<file path="src/rtl/uart_rxq_pkg.sv">
package uart_rxq_pkg;
  localparam int CHAR_W = 8;
  localparam int REG_W  = 32;

  typedef struct packed {
    logic              frm;
    logic              par;
    logic              brk;
    logic [CHAR_W-1:0] data;
  } rx_ent_t;

  // interrupt source order: mask bit i, status bit i+STAT_LSB
  localparam int SRC_OVR  = 0;
  localparam int SRC_THR  = 1;
  localparam int SRC_TMO  = 2;
  localparam int NSRC     = 3;
  localparam int STAT_LSB = 4;
  localparam int NEMPTY_B = 7;

  localparam logic [1:0] ADDR_DATA = 2'd0;
  localparam logic [1:0] ADDR_IRQ  = 2'd1;
  localparam logic [1:0] ADDR_CTRL = 2'd2;

  localparam int CTRL_TMO_LSB = 8;
  localparam int CTRL_RST_B   = 16;
endpackage

</file>
<file path="src/rtl/rxq_store.sv">
module rxq_store
  import uart_rxq_pkg::*;
#(
  parameter  int DEPTH = 16,
  localparam int PW    = $clog2(DEPTH),
  localparam int LW    = $clog2(DEPTH + 1)
) (
  input  logic          clk_i,
  input  logic          rst_ni,
  input  logic          flush_i,
  input  logic          push_i,
  input  rx_ent_t       ent_i,
  input  logic          pop_i,
  output rx_ent_t       ent_o,
  output logic [LW-1:0] level_o,
  output logic          full_o,
  output logic          empty_o,
  output logic          ovr_evt_o
);
  rx_ent_t       mem [DEPTH];
  logic [PW-1:0] wptr_q, rptr_q;
  logic [LW-1:0] level_q;
  logic          do_push, do_pop;

  assign level_o = level_q;
  assign full_o  = (level_q == LW'(DEPTH));
  assign empty_o = (level_q == '0);
  assign ent_o   = mem[rptr_q];

  always_comb begin
    do_pop    = pop_i && !empty_o && !flush_i;
    do_push   = push_i && (!full_o || do_pop) && !flush_i;
    ovr_evt_o = push_i && full_o && !do_pop && !flush_i;
  end

  function automatic logic [PW-1:0] nxt(input logic [PW-1:0] p);
    return (p == PW'(DEPTH - 1)) ? '0 : p + 1'b1;
  endfunction

  always_ff @(posedge clk_i or negedge rst_ni) begin
    if (!rst_ni) begin
      wptr_q  <= '0;
      rptr_q  <= '0;
      level_q <= '0;
    end else if (flush_i) begin
      wptr_q  <= '0;
      rptr_q  <= '0;
      level_q <= '0;
    end else begin
      if (do_push) wptr_q <= nxt(wptr_q);
      if (do_pop)  rptr_q <= nxt(rptr_q);
      case ({do_push, do_pop})
        2'b10:   level_q <= level_q + 1'b1;
        2'b01:   level_q <= level_q - 1'b1;
        default: level_q <= level_q;
      endcase
    end
  end

  always_ff @(posedge clk_i) begin
    if (do_push) mem[wptr_q] <= ent_i;
  end

  assert_no_overflow_R3: assert property (@(posedge clk_i) disable iff (!rst_ni)
    level_q <= LW'(DEPTH));
  assert_drop_keeps_R3: assert property (@(posedge clk_i) disable iff (!rst_ni)
    (push_i && full_o && !pop_i && !flush_i) |=> (full_o && $stable(rptr_q)));
  assert_flush_empties_R4: assert property (@(posedge clk_i) disable iff (!rst_ni)
    flush_i |=> empty_o);
endmodule

</file>
<file path="src/rtl/rxq_idle_timer.sv">
module rxq_idle_timer #(
  parameter  int BITS_PER_CHAR = 10,
  parameter  int TMO_W         = 4,
  localparam int BW            = $clog2(BITS_PER_CHAR)
) (
  input  logic             clk_i,
  input  logic             rst_ni,
  input  logic             restart_i,
  input  logic             clr_i,
  input  logic             tick_i,
  input  logic [TMO_W-1:0] limit_i,
  output logic             fire_o
);
  logic [BW-1:0]    bt_q;
  logic [TMO_W-1:0] ch_q;
  logic             bt_end, hit;

  assign bt_end = (bt_q == BW'(BITS_PER_CHAR - 1));
  assign hit    = tick_i && !restart_i && bt_end && (limit_i != '0) &&
                  (({1'b0, ch_q} + 1'b1) == {1'b0, limit_i});

  always_ff @(posedge clk_i or negedge rst_ni) begin
    if (!rst_ni) begin
      bt_q <= '0;
      ch_q <= '0;
    end else if (restart_i) begin
      bt_q <= '0;
      ch_q <= '0;
    end else if (tick_i) begin
      if (bt_end) begin
        bt_q <= '0;
        if (ch_q != '1) ch_q <= ch_q + 1'b1;
      end else begin
        bt_q <= bt_q + 1'b1;
      end
    end
  end

  always_ff @(posedge clk_i or negedge rst_ni) begin
    if (!rst_ni)     fire_o <= 1'b0;
    else if (clr_i)  fire_o <= 1'b0;
    else if (hit)    fire_o <= 1'b1;
  end

  assert_tmo_clear_R6: assert property (@(posedge clk_i) disable iff (!rst_ni)
    clr_i |=> !fire_o);
  assert_tmo_off_R6: assert property (@(posedge clk_i) disable iff (!rst_ni)
    (limit_i == '0 && !fire_o) |=> !fire_o);
endmodule

</file>
<file path="src/rtl/rxq_irq_ctrl.sv">
module rxq_irq_ctrl
  import uart_rxq_pkg::*;
(
  input  logic            clk_i,
  input  logic            rst_ni,
  input  logic            flush_i,
  input  logic            ovr_evt_i,
  input  logic            thr_lvl_i,
  input  logic            tmo_i,
  input  logic            mask_we_i,
  input  logic [NSRC-1:0] mask_i,
  output logic [NSRC-1:0] mask_o,
  output logic [NSRC-1:0] stat_o,
  output logic            irq_o
);
  logic [NSRC-1:0] mask_q;
  logic            ovr_q;

  always_ff @(posedge clk_i or negedge rst_ni) begin
    if (!rst_ni)        mask_q <= '0;
    else if (mask_we_i) mask_q <= mask_i;
  end

  // overrun is sticky; only the FIFO reset clears it
  always_ff @(posedge clk_i or negedge rst_ni) begin
    if (!rst_ni)        ovr_q <= 1'b0;
    else if (flush_i)   ovr_q <= 1'b0;
    else if (ovr_evt_i) ovr_q <= 1'b1;
  end

  always_comb begin
    stat_o          = '0;
    stat_o[SRC_OVR] = ovr_q;
    stat_o[SRC_THR] = thr_lvl_i;
    stat_o[SRC_TMO] = tmo_i;
  end

  assign mask_o = mask_q;
  assign irq_o  = |(stat_o & mask_q);

  assert_ovr_sticky_R4: assert property (@(posedge clk_i) disable iff (!rst_ni)
    (ovr_q && !flush_i) |=> ovr_q);
  assert_irq_masked_R9: assert property (@(posedge clk_i) disable iff (!rst_ni)
    (mask_q == '0) |-> !irq_o);
endmodule

</file>
<file path="src/rtl/uart_rx_fifo_irq.sv">
module uart_rx_fifo_irq
  import uart_rxq_pkg::*;
#(
  parameter  int DEPTH         = 16,
  parameter  int BITS_PER_CHAR = 10,
  parameter  int TMO_W         = 4,
  localparam int THR_W         = $clog2(DEPTH / 2) + 1,
  localparam int LW            = $clog2(DEPTH + 1)
) (
  input  logic              clk_i,
  input  logic              rst_ni,
  input  logic              char_vld_i,
  input  logic [CHAR_W-1:0] char_data_i,
  input  logic              char_brk_i,
  input  logic              char_par_i,
  input  logic              char_frm_i,
  input  logic              tick_i,
  input  logic              reg_wr_i,
  input  logic              reg_rd_i,
  input  logic [1:0]        reg_addr_i,
  input  logic [REG_W-1:0]  reg_wdata_i,
  output logic [REG_W-1:0]  reg_rdata_o,
  output logic              irq_o
);
  logic [THR_W-1:0] thr_q;
  logic [TMO_W-1:0] tmo_q;
  logic             flush, pop, ctrl_we;
  rx_ent_t          ent_in, ent_out;
  logic [LW-1:0]    level;
  logic             full, empty, ovr_evt, tmo_stat;
  logic [NSRC-1:0]  mask, stat;
  logic             unused_wdata;

  assign ctrl_we = reg_wr_i && (reg_addr_i == ADDR_CTRL);
  assign flush   = ctrl_we && reg_wdata_i[CTRL_RST_B];
  assign pop     = reg_rd_i && (reg_addr_i == ADDR_DATA);
  assign ent_in  = '{frm: char_frm_i, par: char_par_i, brk: char_brk_i, data: char_data_i};
  assign unused_wdata = ^{reg_wdata_i[REG_W-1:CTRL_RST_B+1],
                          reg_wdata_i[CTRL_RST_B-1:CTRL_TMO_LSB+TMO_W],
                          reg_wdata_i[CTRL_TMO_LSB-1:THR_W]};

  always_ff @(posedge clk_i or negedge rst_ni) begin
    if (!rst_ni) begin
      thr_q <= THR_W'(DEPTH / 2);
      tmo_q <= TMO_W'(1);
    end else if (ctrl_we) begin
      thr_q <= reg_wdata_i[THR_W-1:0];
      tmo_q <= reg_wdata_i[CTRL_TMO_LSB +: TMO_W];
    end
  end

  rxq_store #(.DEPTH(DEPTH)) u_store (
    .clk_i, .rst_ni,
    .flush_i  (flush),
    .push_i   (char_vld_i),
    .ent_i    (ent_in),
    .pop_i    (pop),
    .ent_o    (ent_out),
    .level_o  (level),
    .full_o   (full),
    .empty_o  (empty),
    .ovr_evt_o(ovr_evt)
  );

  rxq_idle_timer #(.BITS_PER_CHAR(BITS_PER_CHAR), .TMO_W(TMO_W)) u_timer (
    .clk_i, .rst_ni,
    .restart_i(char_vld_i || pop || flush || empty),
    .clr_i    ((pop && !empty) || flush),
    .tick_i,
    .limit_i  (tmo_q),
    .fire_o   (tmo_stat)
  );

  rxq_irq_ctrl u_irq (
    .clk_i, .rst_ni,
    .flush_i  (flush),
    .ovr_evt_i(ovr_evt),
    .thr_lvl_i(level > LW'(thr_q)),
    .tmo_i    (tmo_stat),
    .mask_we_i(reg_wr_i && (reg_addr_i == ADDR_IRQ)),
    .mask_i   (reg_wdata_i[NSRC-1:0]),
    .mask_o   (mask),
    .stat_o   (stat),
    .irq_o
  );

  always_comb begin
    reg_rdata_o = '0;
    case (reg_addr_i)
      ADDR_DATA: if (!empty)
        reg_rdata_o[CHAR_W+3:0] = {ent_out.frm, ent_out.par, ent_out.brk, 1'b1, ent_out.data};
      ADDR_IRQ: begin
        reg_rdata_o[NSRC-1:0]                = mask;
        reg_rdata_o[STAT_LSB +: NSRC]        = stat;
        reg_rdata_o[NEMPTY_B]                = !empty;
      end
      ADDR_CTRL: begin
        reg_rdata_o[THR_W-1:0]               = thr_q;
        reg_rdata_o[CTRL_TMO_LSB +: TMO_W]   = tmo_q;
      end
      default: reg_rdata_o = '0;
    endcase
  end

  assert_full_sets_ovr_R3: assert property (@(posedge clk_i) disable iff (!rst_ni)
    (char_vld_i && full && !pop && !flush) |=> stat[SRC_OVR]);
  assert_thr_level_R5: assert property (@(posedge clk_i) disable iff (!rst_ni)
    empty |-> !stat[SRC_THR]);
endmodule

</file>
<file path="config.mk">
export PLATFORM = sky130hd
export DESIGN_NAME = uart_rx_fifo_irq
export DESIGN_NICKNAME = d
export VERILOG_FILES = /design/src/rtl/uart_rxq_pkg.sv /design/src/rtl/rxq_store.sv /design/src/rtl/rxq_idle_timer.sv /design/src/rtl/rxq_irq_ctrl.sv /design/src/rtl/uart_rx_fifo_irq.sv
export SDC_FILE = /design/constraint.sdc
export NUM_CORES = 1
export LEC_CHECK = 0
export BUFFER_PORTS_ARGS = -buffer_cell sky130_fd_sc_hd__buf_2
export CORE_MARGIN = 2
export CORE_UTILIZATION = 41
export DETAILED_ROUTE_END_ITERATION = 7
export SYNTH_ARGS = -nofsm -noshare
export SYNTH_HDL_FRONTEND = slang
export SYNTH_SLANG_ARGS = --single-unit
export TNS_END_PERCENT = 5
</file>
<file path="constraint.sdc">
create_clock -name clk_i -period 3.3 [get_ports clk_i]
set_clock_uncertainty 0.15 [all_clocks]
set_input_delay 0.495 -clock clk_i [delete_from_list [all_inputs] [get_ports clk_i]]
set_output_delay 0.495 -clock clk_i [all_outputs]
set_load 0.05 [all_outputs]
</file>
# Word level (Yosys, flattened, before mapping)
# Memory sizes are Yosys's and may differ from the RTL's.
# Cells that the tools add are included.
[word_totals]
reg_bits = 34
ram_bits = 176
in_bits = 51
output_inout_bits = 33
word_cells = 94
n_memories = 1
[mem_list]
columns = ["name", "words", "word_bits", "read_ports", "rd_clocked_by_memory_dff", "wr", "line", "text"]
rows = [
  ["u_store.mem", 16, 11, 1, 0, 1, "rxq_store.sv:20", "rx_ent_t mem [DEPTH];"],
]
[op_classes]
n_addsub = 7
n_lt_le_gt_ge = 1
n_eq_ne = 10
n_mux = 26
bitwise = 1
n_reduce_logical = 38
[ops]
columns = ["operator", "n"]
rows = [
  ["$mux 4", 13],
  ["$add 4x1->4 const B", 4],
  ["$pmux 4 s2", 2],
  ["$logic_and 1x1->1", 15],
  ["$reduce_bool 2->1", 7],
  ["$eq 4x4->1 const B", 3],
  ["$mux 12", 1],
  ["$pmux 5 s2", 1],
  ["$pmux 3 s3", 1],
  ["$mux 1", 6],
  ["$add 4x1->5 const B", 1],
  ["$add 5x1->5 const B", 1],
  ["$eq 5x4->1", 1],
  ["$eq 5x5->1 const B", 1],
  ["$gt 5x4->1", 1],
  ["$logic_not 1->1", 5],
  ["$logic_not 5->1", 1],
  ["$logic_or 1x1->1", 5],
  ["$mux 5", 1],
  ["$sub 5x1->5 const B", 1],
  ["$eq 2x1->1 const B", 2],
  ["$eq 2x2->1 const B", 2],
  ["$ne 4x4->1 const B", 1],
  ["$reduce_bool 4->1", 1],
  ["6 further kinds", 6],
]

# Logic depth before layout (Yosys ltp)
[logic_depth]
ltp_word = 12
mapped_depth = 10
depth_no_buf = 9

# By module
# Synthesis repeated with hierarchy kept, for this count alone.
[unflattened]
cells_unflattened = 615
hier_area_um2 = 9308.9
[modules_own_cells]
columns = ["module", "instances", "cells_each", "area_each_um2", "seq_area_each_um2"]
rows = [
  ["rxq_store", 1, 450, 7777.5, 5610.4],
  ["uart_rx_fifo_irq", 1, 92, 787.0, 202.7],
  ["rxq_idle_timer", 1, 59, 566.8, 225.2],
  ["rxq_irq_ctrl", 1, 14, 177.7, 100.1],
]

# Worst setup path before layout
# Ideal clock, no wire load.
[synth_path]
kind = "input to register"
start = "input port reg_addr_i[0]"
end = "memory u_store.mem[15][0] in the netlist's numbering, enable pin"
arrival_time_ns = 2.511
t_required_ns = 2.742
slack_ns = 0.231
stages = 7
n_path_buf = 4
cell_sequence = "buf_6 -> nor2b_1 -> buf_2 -> and3_1 -> clkbuf_1 -> clkbuf_1 -> nor4_1"
[synth_via]
elab_chain_len = 10
word_cells_on_any_way = 13
[synth_rtl]
columns = ["element", "line", "text"]
rows = [
  ["start, declared", "uart_rx_fifo_irq.sv:20", "input logic [1:0] reg_addr_i,"],
  ["$eq 2x2->1", "uart_rx_fifo_irq.sv:34", "assign ctrl_we = reg_wr_i && (reg_addr_i == ADDR_CTRL);"],
  ["$logic_and 1x1->1", "uart_rx_fifo_irq.sv:34", ""],
  ["$logic_and 1x1->1", "uart_rx_fifo_irq.sv:35", "assign flush = ctrl_we && reg_wdata_i[CTRL_RST_B];"],
  ["$logic_not 1->1", "rxq_store.sv:31, rxq_store.sv:32", ""],
  ["$logic_and 1x1->1", "rxq_store.sv:31", "do_pop = pop_i && !empty_o && !flush_i;"],
  ["$logic_or 1x1->1", "rxq_store.sv:32", "do_push = push_i && (!full_o || do_pop) && !flush_i;"],
  ["$logic_and 1x1->1", "rxq_store.sv:32", ""],
  ["$logic_and 1x1->1 *", "rxq_store.sv:32", ""],
  ["$mux 1 *", "rxq_store.sv:61", "if (do_push) mem[wptr_q] <= ent_i;"],
  ["$mux 1 (implied by the code) *", "rxq_store.sv:61", ""],
  ["end, declared", "rxq_store.sv:20", ""],
]
# Mark *: on every way between the ends. The rest lies on a longest branch, timed or not.

# Final worst setup path
[layout_path]
start = "register u_store.rptr_q[0]"
end = "output port reg_rdata_o[9]"
[layout_via]
elab_chain_len = 3
[layout_rtl]
columns = ["element", "line", "text"]
rows = [
  ["start, declared", "rxq_store.sv:21", "logic [PW-1:0] wptr_q, rptr_q;"],
  ["start signal, assigned", "rxq_store.sv:51", "if (do_pop) rptr_q <= nxt(rptr_q);"],
  ["$mem_v2 16x11", "-", ""],
  ["$mux 12", "uart_rx_fifo_irq.sv:90", "ADDR_DATA: if (!empty)"],
  ["$pmux 4 s2", "uart_rx_fifo_irq.sv:89", "case (reg_addr_i)"],
  ["end, declared", "uart_rx_fifo_irq.sv:22", "output logic [REG_W-1:0] reg_rdata_o,"],
]
# No other way between the ends.

==> flow_summary_export.csv <==
group,metric,value,unit
timing,setup_viol,0,
detailed_routing,firstDrtPassIters,6,
finish,layout.nets,691,
detailed_routing,vias_per_cell,5.43,
timing,timing_hold_violations_final,0,
grt,met1_usage,22.0,%
pwr,p_per_area,779,nW/µm²
grt,antenna_found_initial,0,
timing,post-route-period-util,98.4,%
run_status,status,"completed",
pwr,power_frac_comb,26.8,%
clocking,clockRootBuffer,"clkbuf_16",
grt,busiest_layer,"met2",
finish,fin_util,48.6,%
floorplan,start_util,41.7,%
detailed_routing,drc,0,
floorplan,die_x,153,µm
finish,synthToLayoutAreaGrowth,16.5,%
critical_path,path_class,"flip-flop to primary output",
detailed_routing,ant_nets,0,
clocking,cts_tree,"built",
critical_path,critPathLaunchType,"flip-flop",
floorplan,io_pins,84,
synthesis,yosysWarnings,0,
pwr,intPower,5.76,mW
detailed_routing,routed_wl,19.1,mm
clocking,cts.path.max_buffers,3,
grt,met3_usage,3.29,%
finish,final_cell_mix,"176 x edfxtp_1, 45 x mux4_2, 39 x buf_2",
critical_path,cp-end-kind,"primary output",
grt,grt_max_degree,35,
finish,final_common_cell,"edfxtp_1",
timing,min_period,3.25,ns
clocking,worstSkewPairLatency,0.51,ns
clocking,htreeDepth,1,
grt,grt_pass1_vias,5203,
floorplan,chipHeight,153,µm
placement,port_buffers,40,
pwr,total_power,8.26,mW
grt,grt_pass1_wl,29.8,mm
clocking,clock_sinks,210,
pwr,power_switching,2.50,mW
critical_path,required,2.65,ns
synthesis,ys_seq_area_share,67.4,%
timing,rsz0062_at_grt,"true",
placement,numPlacedInstances,874,
clocking,cts_buffers,23,
pwr,seq_power_share,41.3,%
finish,diodes,0,
synthesis,synth_seq_cells,210,
timing,slew_headroom,44.7,%
pwr,clock_power_share,31.8,%
job,max_cap_viol_count,0,
grt,grt_use_total,16.3,%
detailed_routing,first_iter_violations,326,
synthesis,async_flop_share,16.2,%
floorplan,die_area,23400,µm²
pwr,ir_worst_vdd,0.356,mV
critical_path,crit_fanout,8,
finish,final_cells,922,
placement,gp_congestion,0.799,
synthesis,ys.flop_type,"edfxtp_1",
detailed_routing,wl_per_cell,20.7,µm
grt,grt_overflow,0,
timing,fin_tns_setup,0,ns
synthesis,synth-edff-count,176,
pwr,swShare,30.3,%
synthesis,netlist_area,9100,µm²
min_path,hp-class,"input port to flip-flop",
finish,drive_above_1_share,29.6,%
grt,use_met2,27.8,%
clocking,clkTransAtPathRegs,0.06,ns
timing,tightestPinTransition,0.821,ns
synthesis,synth.distinct_cells,59,
floorplan,row_count,54,
floorplan,core-area,21800,µm²
placement,placed_area,9690,µm²
placement,hpwl,12.4,mm
timing,fmax,308,MHz
critical_path,arrival,2.60,ns
finish,final_area,10600,µm²
synthesis,synthCells,555,
pwr,power.leakage,3.76,nW
timing,drv_slew,0,
detailed_routing,num_vias,5004,
synthesis,avgSynthCellArea,16.4,µm²
## layout make-up
| class | instances | area [µm²] |
|---|---|---|
| fillers | 1844 | 11200 |
| flip-flops and latches | 210 | 6140 |
| multi-input cells | 303 | 2750 |
| clock buffers | 27 | 591 |
| repair buffers | 74 | 532 |
| well taps | 280 | 350 |
| clock inverters | 14 | 189 |
| inverters | 14 | 52.6 |
## routing by layer
layer,share of wire [%],up-vias,routed length [µm]
met5,0,-,0
met4,1.3,0,251
met3,6.3,22,1190
met2,50,149,9540
met1,42,2561,8080
li1,-,2272,-
## worst paths after layout
check,cells after the start,slack (ns),from,endpoint
worst min register to register,1,0.39,u_irq.mask_o[2],u_irq.mask_o[2]
max in group asynchronous,2,1.97,rst_ni,u_store.rptr_q[1]
worst max-delay path,8,0.05,u_store.rptr_q[0],reg_rdata_o[9]
worst min-delay path,2,0.07,reg_wdata_i[9],tmo_q[1]
worst max register to register,9,0.61,u_store.level_o[1],u_store.level_o[4]
min in group asynchronous,2,0.46,rst_ni,u_timer.bt_q[1]
## metrics by stage
| stage | hold WS (ns) | setup slack [ns] |
|---|---|---|
| 2_1_floorplan | 0.0494 | 0.231 |
| 3_5_place_dp | 0.373 | 0.411 |
| 5_1_grt | 0.0580 | -0.0251 |
| 3_3_place_gp | 0.364 | 0.426 |
| 4_1_cts | 0.0558 | 0.00434 |
| 6_report | 0.0682 | 0.0541 |
## cells by family after synthesis
group | after synthesis | share of synthesized area (%)
XOR/XNOR | 11 | 1.06
AND/OR/NAND/NOR | 117 | 6.75
adder cells (fa/ha/maj) | 14 | 1.92
AO/OA/AOI/OAI | 81 | 6.13
multiplexers | 60 | 12.9
other | 1 | 0.0412
buffers and inverters | 61 | 3.74
flip-flops | 210 | 67.4
## synthesized netlist by cell type (5+ instances only)
master    instances  area, µm²
xnor2_1           6       52.6
buf_2             5       25.0
ha_1             14        175
a22oi_1          24        180
and2_1           17        106
mux2_2           11        124
nor2b_1           6       37.5
buf_4            24        180
clkbuf_1         15       56.3
xor2_1            5       43.8
nor3_1            7       35.0
inv_1            14       52.6
nand2_1          37        139
nand3_1           5       25.0
nor2_1           21       78.8
a22o_1            7       61.3
edfxtp_1        176       5290
o21ai_0          12       60.1
a21oi_1          18       90.1
mux4_2           45       1010
dfrtp_1          32        801
## repair_timing
action	4_1_cts	5_1_grt
endpoints found under the setup margin	10	9
pin swaps	0	0
cloned	0	1
resized for setup	3	10
buffers inserted	1	4
endpoints found under the hold margin	32	0
hold buffers	1	0
## power by group through the flow
stage | logic [mW] | clock network (mW) | registers [mW]
floorplan | 1.58 | 0 | 3.31
finish | 2.22 | 2.63 | 3.41
global route | 2.39 | 2.80 | 3.45
detailed placement | 2.10 | 0 | 3.47
CTS | 2.13 | 2.68 | 3.42
global placement | 2.04 | 0 | 3.46
## sequential cells by signal, indices dropped and copies added, names as in the netlist
signal,count
u_irq.ovr_q,1
u_timer.ch_q,4
tmo_q,4
u_store.mem,176
u_store.rptr_q,4
thr_q,4
u_timer.fire_o,1
u_irq.mask_o,3
u_timer.bt_q,4
u_store.wptr_q,4
u_store.level_o,5
## critical path: stages, from the launching register on
cell	delay (ns)
dfrtp_2	0.41
buf_12	0.14
buf_12	0.13
buf_4	0.11
mux4_2	0.50
a22oi_2	0.22
nand2_1	0.14
a22o_1	0.22
buf_2	0.21
Power figures use the tool's default switching activity.
